**src/rtl/gf2m_inv_pkg.sv**
```systemverilog
`timescale 1ns/1ps
package gf2m_inv_pkg;
  typedef enum logic [1:0] {
    ST_IDLE = 2'd0,
    ST_POW  = 2'd1,
    ST_MUL  = 2'd2,
    ST_FIN  = 2'd3
  } inv_state_e;
endpackage

```
**src/rtl/gf2m_inv_mult.sv**
```systemverilog
`timescale 1ns/1ps
// Combinational GF(2^M) multiplier: carry-less product then reduction.
module gf2m_inv_mult #(
  parameter int          M    = 8,
  parameter logic [M-1:0] POLY = 8'h1B
) (
  input  logic [M-1:0] x,
  input  logic [M-1:0] y,
  output logic [M-1:0] z
);
  localparam int PW = 2*M - 1;

  logic [PW-1:0] prod;

  always_comb begin
    prod = '0;
    for (int i = 0; i < M; i++) begin
      if (y[i]) prod = prod ^ (PW'(x) << i);
    end
    for (int i = PW-1; i >= M; i--) begin
      if (prod[i]) begin
        prod[i] = 1'b0;
        prod    = prod ^ (PW'(POLY) << (i - M));
      end
    end
    z = prod[M-1:0];
  end
endmodule

```
**src/rtl/gf2m_inv_sqr.sv**
```systemverilog
`timescale 1ns/1ps
// Combinational squarer: bit spreading followed by reduction.
module gf2m_inv_sqr #(
  parameter int          M    = 8,
  parameter logic [M-1:0] POLY = 8'h1B
) (
  input  logic [M-1:0] x,
  output logic [M-1:0] z
);
  localparam int PW = 2*M - 1;

  logic [PW-1:0] sp;

  always_comb begin
    sp = '0;
    for (int i = 0; i < M; i++) sp[2*i] = x[i];
    for (int i = PW-1; i >= M; i--) begin
      if (sp[i]) begin
        sp[i] = 1'b0;
        sp    = sp ^ (PW'(POLY) << (i - M));
      end
    end
    z = sp[M-1:0];
  end
endmodule

```
**src/rtl/gf2m_inv_powblk.sv**
```systemverilog
`timescale 1ns/1ps
// Cascade of STAGES circuits, each raising to 2^POW_N, tapped after
// every squaring so one pass can apply 1..STAGES*POW_N squarings.
module gf2m_inv_powblk #(
  parameter int          M      = 8,
  parameter logic [M-1:0] POLY   = 8'h1B,
  parameter int          POW_N  = 2,
  parameter int          STAGES = 2,
  localparam int         SQMAX  = POW_N * STAGES,
  localparam int         SW     = $clog2(SQMAX + 1)
) (
  input  logic [M-1:0]  din,
  input  logic [SW-1:0] cnt,
  output logic [M-1:0]  dout
);
  logic [SQMAX:0][M-1:0] tap;

  assign tap[0] = din;

  for (genvar s = 0; s < STAGES; s++) begin : g_stage
    for (genvar q = 0; q < POW_N; q++) begin : g_sq
      gf2m_inv_sqr #(.M(M), .POLY(POLY)) u_sq (
        .x(tap[s*POW_N + q]),
        .z(tap[s*POW_N + q + 1])
      );
    end
  end

  always_comb begin
    dout = din;
    for (int i = 1; i <= SQMAX; i++) begin
      if (cnt == SW'(i)) dout = tap[i];
    end
  end
endmodule

```
**src/rtl/gf2m_inv_ctrl.sv**
```systemverilog
`timescale 1ns/1ps
// Chain sequencer: walks the bits of M-1 below its leading one.
// Each bit is a doubling step, plus an add-one step when the bit is set.
module gf2m_inv_ctrl
  import gf2m_inv_pkg::*;
#(
  parameter int M     = 8,
  parameter int SQMAX = 4,
  localparam int SW   = $clog2(SQMAX + 1),
  localparam int KW   = $clog2(M),
  localparam int EB   = $clog2(M),
  localparam int BW   = $clog2(EB + 1)
) (
  input  logic          clk,
  input  logic          rst,
  input  logic          start,
  output logic          load_op,
  output logic          keep_ld,
  output logic          pow_en,
  output logic          pow_from_mout,
  output logic [SW-1:0] pow_cnt,
  output logic          mul_en,
  output logic          mul_with_op,
  output logic          fin,
  output logic          busy,
  output logic          done
);
  localparam logic [KW-1:0] EVEC = KW'(M - 1);

  inv_state_e    st_q, st_d;
  logic [KW-1:0] k_q, k_d, rem_q, rem_d, kn;
  logic [BW-1:0] bpos_q, bpos_d;
  logic          plus_q, plus_d, first_q, first_d;
  logic          ebit;
  logic [SW-1:0] step_cnt;
  logic          busy_q, done_q;

  always_comb begin
    ebit = 1'b0;
    for (int i = 0; i < KW; i++) begin
      if (bpos_q == BW'(i + 1)) ebit = EVEC[i];
    end
  end

  always_comb begin
    if (int'(rem_q) > SQMAX) step_cnt = SW'(SQMAX);
    else                     step_cnt = SW'(rem_q);
  end

  always_comb begin
    st_d          = st_q;
    k_d           = k_q;
    rem_d         = rem_q;
    bpos_d        = bpos_q;
    plus_d        = plus_q;
    first_d       = first_q;
    kn            = k_q;
    load_op       = 1'b0;
    keep_ld       = 1'b0;
    pow_en        = 1'b0;
    pow_from_mout = first_q;
    pow_cnt       = step_cnt;
    mul_en        = 1'b0;
    mul_with_op   = plus_q;
    fin           = 1'b0;
    case (st_q)
      ST_IDLE: begin
        if (start) begin
          load_op = 1'b1;
          k_d     = KW'(1);
          rem_d   = KW'(1);
          bpos_d  = BW'(EB - 1);
          plus_d  = 1'b0;
          first_d = 1'b1;
          st_d    = (EB > 1) ? ST_POW : ST_FIN;
        end
      end
      ST_POW: begin
        pow_en  = 1'b1;
        rem_d   = rem_q - KW'(step_cnt);
        first_d = 1'b0;
        if (int'(rem_q) <= SQMAX) st_d = ST_MUL;
      end
      ST_MUL: begin
        mul_en  = 1'b1;
        first_d = 1'b1;
        if (!plus_q && ebit) begin
          k_d    = k_q << 1;
          plus_d = 1'b1;
          rem_d  = KW'(1);
          st_d   = ST_POW;
        end else begin
          kn     = plus_q ? (k_q + KW'(1)) : (k_q << 1);
          k_d    = kn;
          rem_d  = kn;
          plus_d = 1'b0;
          bpos_d = bpos_q - BW'(1);
          if (bpos_q > BW'(1)) begin
            keep_ld = 1'b1;
            st_d    = ST_POW;
          end else begin
            st_d    = ST_FIN;
          end
        end
      end
      ST_FIN: begin
        pow_en        = 1'b1;
        pow_from_mout = 1'b1;
        pow_cnt       = SW'(1);
        fin           = 1'b1;
        st_d          = ST_IDLE;
      end
      default: st_d = ST_IDLE;
    endcase
  end

  always_ff @(posedge clk) begin
    if (rst) begin
      st_q    <= ST_IDLE;
      k_q     <= '0;
      rem_q   <= '0;
      bpos_q  <= '0;
      plus_q  <= 1'b0;
      first_q <= 1'b0;
      busy_q  <= 1'b0;
      done_q  <= 1'b0;
    end else begin
      st_q    <= st_d;
      k_q     <= k_d;
      rem_q   <= rem_d;
      bpos_q  <= bpos_d;
      plus_q  <= plus_d;
      first_q <= first_d;
      busy_q  <= (st_d != ST_IDLE);
      done_q  <= fin;
    end
  end

  assign busy = busy_q;
  assign done = done_q;
endmodule

```
**src/rtl/gf2m_inverter.sv**
```systemverilog
`timescale 1ns/1ps
module gf2m_inverter #(
  parameter int          M      = 8,
  parameter logic [M-1:0] POLY   = 8'h1B,
  parameter int          POW_N  = 2,
  parameter int          STAGES = 2
) (
  input  logic         clk,
  input  logic         rst,
  input  logic         start,
  input  logic [M-1:0] a_in,
  output logic         busy,
  output logic         done,
  output logic [M-1:0] result
);
  localparam int SQMAX = POW_N * STAGES;
  localparam int SW    = $clog2(SQMAX + 1);

  logic          load_op, keep_ld, pow_en, pow_from_mout, mul_en, mul_with_op, fin;
  logic [SW-1:0] pow_cnt;
  logic [M-1:0]  a_q, mout_q, pw_q, keep_q, res_q;
  logic [M-1:0]  pow_din, pow_dout, mul_y, mul_z;

  gf2m_inv_ctrl #(.M(M), .SQMAX(SQMAX)) u_ctrl (
    .clk(clk), .rst(rst), .start(start),
    .load_op(load_op), .keep_ld(keep_ld),
    .pow_en(pow_en), .pow_from_mout(pow_from_mout), .pow_cnt(pow_cnt),
    .mul_en(mul_en), .mul_with_op(mul_with_op), .fin(fin),
    .busy(busy), .done(done)
  );

  assign pow_din = pow_from_mout ? mout_q : pw_q;
  assign mul_y   = mul_with_op ? a_q : keep_q;

  gf2m_inv_powblk #(.M(M), .POLY(POLY), .POW_N(POW_N), .STAGES(STAGES)) u_pow (
    .din(pow_din), .cnt(pow_cnt), .dout(pow_dout)
  );

  gf2m_inv_mult #(.M(M), .POLY(POLY)) u_mul (
    .x(pw_q), .y(mul_y), .z(mul_z)
  );

  always_ff @(posedge clk) begin
    if (rst) begin
      a_q    <= '0;
      mout_q <= '0;
      pw_q   <= '0;
      keep_q <= '0;
      res_q  <= '0;
    end else begin
      if (load_op) begin
        a_q    <= a_in;
        mout_q <= a_in;
        keep_q <= a_in;
      end
      if (pow_en && !fin) pw_q <= pow_dout;
      if (mul_en) mout_q <= mul_z;
      if (keep_ld) keep_q <= mul_z;
      if (fin) res_q <= pow_dout;
    end
  end

  assign result = res_q;
endmodule

```
**config.mk**
```make
export PLATFORM = sky130hd
export DESIGN_NAME = gf2m_inverter
export DESIGN_NICKNAME = d
export VERILOG_FILES = /design/src/rtl/gf2m_inv_pkg.sv /design/src/rtl/gf2m_inv_mult.sv /design/src/rtl/gf2m_inv_sqr.sv /design/src/rtl/gf2m_inv_powblk.sv /design/src/rtl/gf2m_inv_ctrl.sv /design/src/rtl/gf2m_inverter.sv
export SDC_FILE = /design/constraint.sdc
export NUM_CORES = 1
export LEC_CHECK = 0
export ABC_AREA = 1
export CORE_ASPECT_RATIO = 0.7
export CORE_UTILIZATION = 40
export DETAILED_ROUTE_END_ITERATION = 8
export DONT_BUFFER_PORTS = 1
export PLACE_DENSITY = 0.56
export SLEW_MARGIN = 20
export SYNTH_ARGS = -nofsm -noshare
export SYNTH_HDL_FRONTEND = slang
export SYNTH_SLANG_ARGS = --single-unit
```
**constraint.sdc**
```tcl
create_clock -name clk -period 2.2 [get_ports clk]
set_input_delay 0.33 -clock clk [delete_from_list [all_inputs] [get_ports clk]]
set_output_delay 0.33 -clock clk [all_outputs]
set_load 0.01 [all_outputs]
```
== Word-level counts from Yosys, hierarchy flattened ==
Cells that the tools add are included.
Storage, ports and cells
  register bits: 54
  bits in latches: 0
  bits in writable memories: 0
  memory bits (read-only): 0
  input port bits: 11
  word-level logic and storage cells: 172
  memories kept: 0
Cells by class
  add/subtract/negate cells: 3
  multiply operators: 0
  divide/modulo/power cells: 0
  order comparisons: 3
  equality and inequality tests: 12
  shifts and indexed selects: 0
  muxes and demuxes: 85
  bitwise operators: 42
  reductions and logical operators: 14
Operators with widths (number)
  $not A4 Y4: 35
  $mux W8: 15
  $mux W15: 7
  $mux W11: 5
  $mux W10: 5
  $mux W9: 5
  $mux W7: 5
  $mux W6: 5
  $mux W5: 5
  $mux W3: 6
  $mux W1: 15
  $xor A15 B10 Y15: 1
  $xor A15 B11 Y15: 1
  $xor A15 B12 Y15: 1
  $xor A15 B13 Y15: 1
  $xor A15 B14 Y15: 1
  $xor A15 B15 Y15: 1
  $xor A15 B9 Y15: 1
  $mux W2: 6
  $pmux W3 S3: 1
  $eq A2 B2 Y1 const B: 4
  $pmux W2 S4: 1
  $reduce_bool A2 Y1: 4
  $eq A3 B2 Y1 const B: 2
  21 further kinds: 26

== Depth between registers and ports, before layout ==
Gate-level depths: netlist of run 1.
  depth after elaboration: 60
  mapped depth: 22
  depth with buffers taken out: 21

== Cells and area by module ==
A second synthesis of run 1 with hierarchy kept.
Second synthesis, totals
  cells, all modules: 991
  area total of the unflattened synthesis: 5738.0 sq um
Modules (own cells, without submodules)
  gf2m_inverter: times used 1, cells each 244, area each 1868.0 sq um
  gf2m_inv_mult: times used 1, cells each 305, area each 1561.5 sq um
  gf2m_inv_sqr: times used 4, cells each 53, area each 239.0 sq um
  gf2m_inv_ctrl: times used 1, cells each 122, area each 850.8 sq um
  gf2m_inv_powblk: times used 1, cells each 108, area each 501.7 sq um

== Worst setup path before layout of run 1 ==
Ideal clock, no wire load.
  kind: reg2reg
  start point: register u_ctrl.st_q[0]
  end point: register pw_q[2]
  arrival: 2.280 ns
  path slack: -0.189 ns
  cell stages (with the launch flop): 22
  path buffers: 2
  clock period less this slack: 2.389 ns
  cells stage by stage: dfxtp_1 -> ha_1 -> buf_4 -> nor2_8 -> buf_6 -> nand2_1 -> o21ai_2 -> nand2_2 -> nand2_2 -> nand2_1 -> nand3_1 -> nand2_1 -> inv_2 -> nand3_1 -> nand2_2 -> nand2_1 -> nand2_1 -> nand2_1 -> nand3_1 -> nand3_1 -> nand2_1 -> inv_1
Between the ends
  elaborated cells on any way between the ends: 71
RTL lines
  start: declaration: RTL line gf2m_inv_ctrl.sv:30  | inv_state_e st_q, st_d;
  start signal: assignment: RTL line gf2m_inv_ctrl.sv:128  | st_q <= st_d;
  $eq A2 B2 Y1: RTL line gf2m_inv_ctrl.sv:66  | case (st_q)
  $mux W1: RTL line gf2m_inv_ctrl.sv:66
  named net fin: RTL line gf2m_inverter.sv:19  | logic load_op, keep_ld, pow_en, pow_from_mout, mul_en, mul_with_op, fin;
  $logic_not A1 Y1: RTL line gf2m_inverter.sv:56  | if (pow_en && !fin) pw_q <= pow_dout;
  $logic_and A1 B1 Y1: RTL line gf2m_inverter.sv:56
  end signal: assignment: RTL line gf2m_inverter.sv:56
  end: declaration: RTL line gf2m_inverter.sv:21  | logic [M-1:0] a_q, mout_q, pw_q, keep_q, res_q;
The timed path passes the listed nets, and every way through them passes these cells.
A chain may end at the register's enable or synchronous reset.

== Final worst setup path of run 1 ==
  start point: register u_ctrl.st_q[0]
  end point: register pw_q[4]
The elaborated chain is that of the path after synthesis.

==> metrics.md, run 1 <==
| Metric | Value |
|---|---|
| Status | `finished, violations left` |
| Failing checks | `negative setup slack` |
| Residual DRC | `0` |
| Max Cap Violations | `0` |
| Gpl congestion | `around 0.95` |
| Largest net degree at the start of global routing | `31` |
| Grt total ovfl | `0` |
| Slew HR | `0.6466` |
| Die height | `92.27 µm` |
| Crit share post-route | `1.119` |
| Worst-margin pin slew | `around 520 ps` |
| Routed WL per cell | `about 17 µm` |
| Layout area overhead | `63.93%` |
| Fill cells | `a little under 900` |
| Worst-case hold slack | `between 100 and 150 ps` |
| Hpwl dp | `around 12000 µm` |
| Drt total wl | `17910 µm` |
| Fin Clk Skew | `slightly below 9 ps` |
| Number of port buffers | `0` |
| TritonCTS Sinks | `54` |
| Register area | `approximately 1100 µm²` |
| Drt first pass iters | `5` |
| Crit start category | `flop` |
| Required time at the worst-slack endpoint | `2380 ps` |
| # diodes | `0` |
| Post-synthesis sequential area ratio | `0.2322` |
| Top_reg_cell synth | `dfxtp_1` |
| FP Rows | `32` |
| Number of synthesized flops with an enable pin | `0` |
| Mapped Cells | `~780` |
| TritonCTS Buffers | `5` |
| Netlist Area Pre-Place | `about 4700 µm²` |
| Synth Net Count | `796` |
| Fin crit period | `2462 ps` |
| Hold crit path type | `input port to flop` |
| Number of buffers on the longest clock path | `2` |
| Final Max Tran Viols | `0` |
| Final Hold Vio Count | `0` |
| CP Class | `flop to flop` |
| Synth warn | `0` |
| Area of the multi-input gates | `4593 µm²` |
| DR iter-0 viols | `approximately 400` |
| Synth cell types | `between 40 and 50` |
| Layout cells sized above 1 | `0.4502` |
| Worst-path fanout max | `5` |
| Net count, final | `roughly 900` |
| Tot Pwr | `between 6 and 7 mW` |
| Setup TNS | `-3481 ps` |
| Core area | `about 11000 µm²` |
| Worst VDD drop | `between 0.0005 and 0.0006 V` |
| Most common cell after layout, fill and taps aside | `nand2_1` |
| Asr flop ratio synth | `0` |
| Vias in the first global route | `5107` |
| Arr. time, crit path | `2640 ps` |
| Clock-pin transition on the worst setup and hold timing paths | `approximately 70 ps` |
| Routed vias | `around 5.6k` |
| Starting Density | `0.4168` |
| #FFs+latches synth | `54` |
| Total global-route track usage | `0.2786` |
| Final setup vio count | `29` |
| CTS tree | `built` |
| Commonest cells after routing, fill and taps aside | `nand2_1, buf_4, inv_1, nand2_2, nor2_1` |
| Endpoint type of the worst setup path | `flop` |
| Area share of the largest cell type after synthesis | `0.2322` |
| First-pass GRT wire length | `around 26000 µm` |
| Via density per instance | `5.254` |
| Clock Latency Late Sink | `290 ps` |
| H-tree Lvls | `2` |
| Main area contributors after synthesis | `dfxtp_1, nand2_1, nand3_1` |
| Die area | `around 12000 µm²` |
| Antenna-violating nets left | `0` |
| Initial antenna violation count | `0` |
| Die width | `130.9 µm` |
| Cell taking the most area after synthesis | `dfxtp_1` |
| I/O pin cnt | `21` |
| Lkg Pwr | `roughly 3.4 nW` |
| Hold_buf cts | `0` |
| Post-route setup slack | `-261.7 ps` |
| Max Clock Freq | `about 0.41 GHz` |
| PD cells | `approximately 900 nW/µm²` |
| Avg Cell Area, Syn | `between 5 and 6 µm²` |
| Unrepaired setup endpoints after global routing | `yes` |
| Root Driver | `clkbuf_16` |
-- path summary, 6_finish.rpt --
path                                      from             end  slack (ps)  cells past startpoint
worst min register to register          a_q[2]          a_q[2]         460                      2
worst max register to register  u_ctrl.st_q[0]         pw_q[4]        -260                     19
worst min-delay path                       rst  u_ctrl.st_q[0]         100                      1
worst max-delay path            u_ctrl.st_q[0]         pw_q[4]        -260                     19
-- registers in the layout, indices dropped and copies added (netlist names) --
name / count
u_ctrl.bpos_q: 2
pw_q: 8
u_ctrl.k_q: 3
u_ctrl.done: 1
u_ctrl.st_q: 2
keep_q: 8
u_ctrl.first_q: 1
u_ctrl.mul_with_op: 1
mout_q: 8
result: 8
u_ctrl.rem_q: 3
u_ctrl.busy: 1
a_q: 8
-- through the flow --
| step | instance area, µm² | std cells | setup slack [ps] | utilization |
|---|---|---|---|---|
| floorplan | 4760 | 776 | -69.28 | - |
| global placement | 5698 | 1022 | -277.1 | 0.5101 |
| detailed placement | 5698 | 1022 | -403.9 | 0.5101 |
| CTS | 6545 | 1047 | -179.3 | 0.5859 |
| global route | 7632 | 1057 | -369.4 | 0.6832 |
| finish | 7632 | 1057 | -261.7 | 0.6832 |
-- area by class of cell --
cell class,instances,area share
inverters,114,0.06000
multi-input cells,592,0.6018
clock buffers,6,0.01820
clock inverters,2,0.005082
repair buffers,136,0.1472
well taps,153,0.02508
flip-flops and latches,54,0.1426
-- routing by layer --
metal / track usage / share of wire / vias up
li1: - / - / 2692
met1: 0.4196 / 0.46 / 2643
met4: 0.03161 / 0.011 / 0
met3: 0.04317 / 0.076 / 25
met5: 0 / 0 / -
met2: 0.4233 / 0.46 / 193
-- timing repair --
action / 4_1_cts / 5_1_grt
resized for setup: 134 / 217
cloned: 1 / 0
pin swaps: 69 / 103
setup buffers: 17 / 12
endpoints found under the setup margin: 32 / 32
-- logic make-up after synthesis --
family	Yosys count	share of synthesized area
compound gates	110	0.1346
xor+xnor	65	0.1239
fa+ha+maj	9	0.02419
buf+inv	131	0.1107
flops	54	0.2322
other cells	2	0.001613
simple gates	405	0.3728
-- Yosys cell counts, types with 12 or more instances --
cell and instances:
a31oi_1 12, inv_1 103, xnor2_1 30, a21oi_1 32, xor2_1 34, dfxtp_1 54, nand2_1 221, nand2_2 12
o21ai_0 36, nor2_1 67, nand3_1 89
-- power breakdown --
group          leakage [nW]  total [mW]  switching (mW)  internal [mW]
combinational          2.85        4.76            2.79           1.97
sequential            0.444        1.13          0.0760           1.05
clock                0.0875       0.942           0.369          0.573
-- critical path, stage by stage, from the launching register on --
cell and delay (ps):
dfxtp_2 360, ha_4 200, nor2_4 70, buf_6 130, o21ai_4 260, nand2_4 110, nand2_2 100, nand2_2 80
nand3_4 100, nand2_4 80, nand2_8 100, nand2_8 70, nand2_8 100, nand2_8 80, nand2_4 110, nand3_4 80
nand3_4 90, nand3_2 80, nand2_1 100, inv_1 50
(Power assumes the default switching activity.)
==> run 2, diff against run 1 <==
Settings changed: CAP_MARGIN from default to 5.
==> results of run 2 <==
No change in the layout: final DEF, timing and power equal those of run 1.
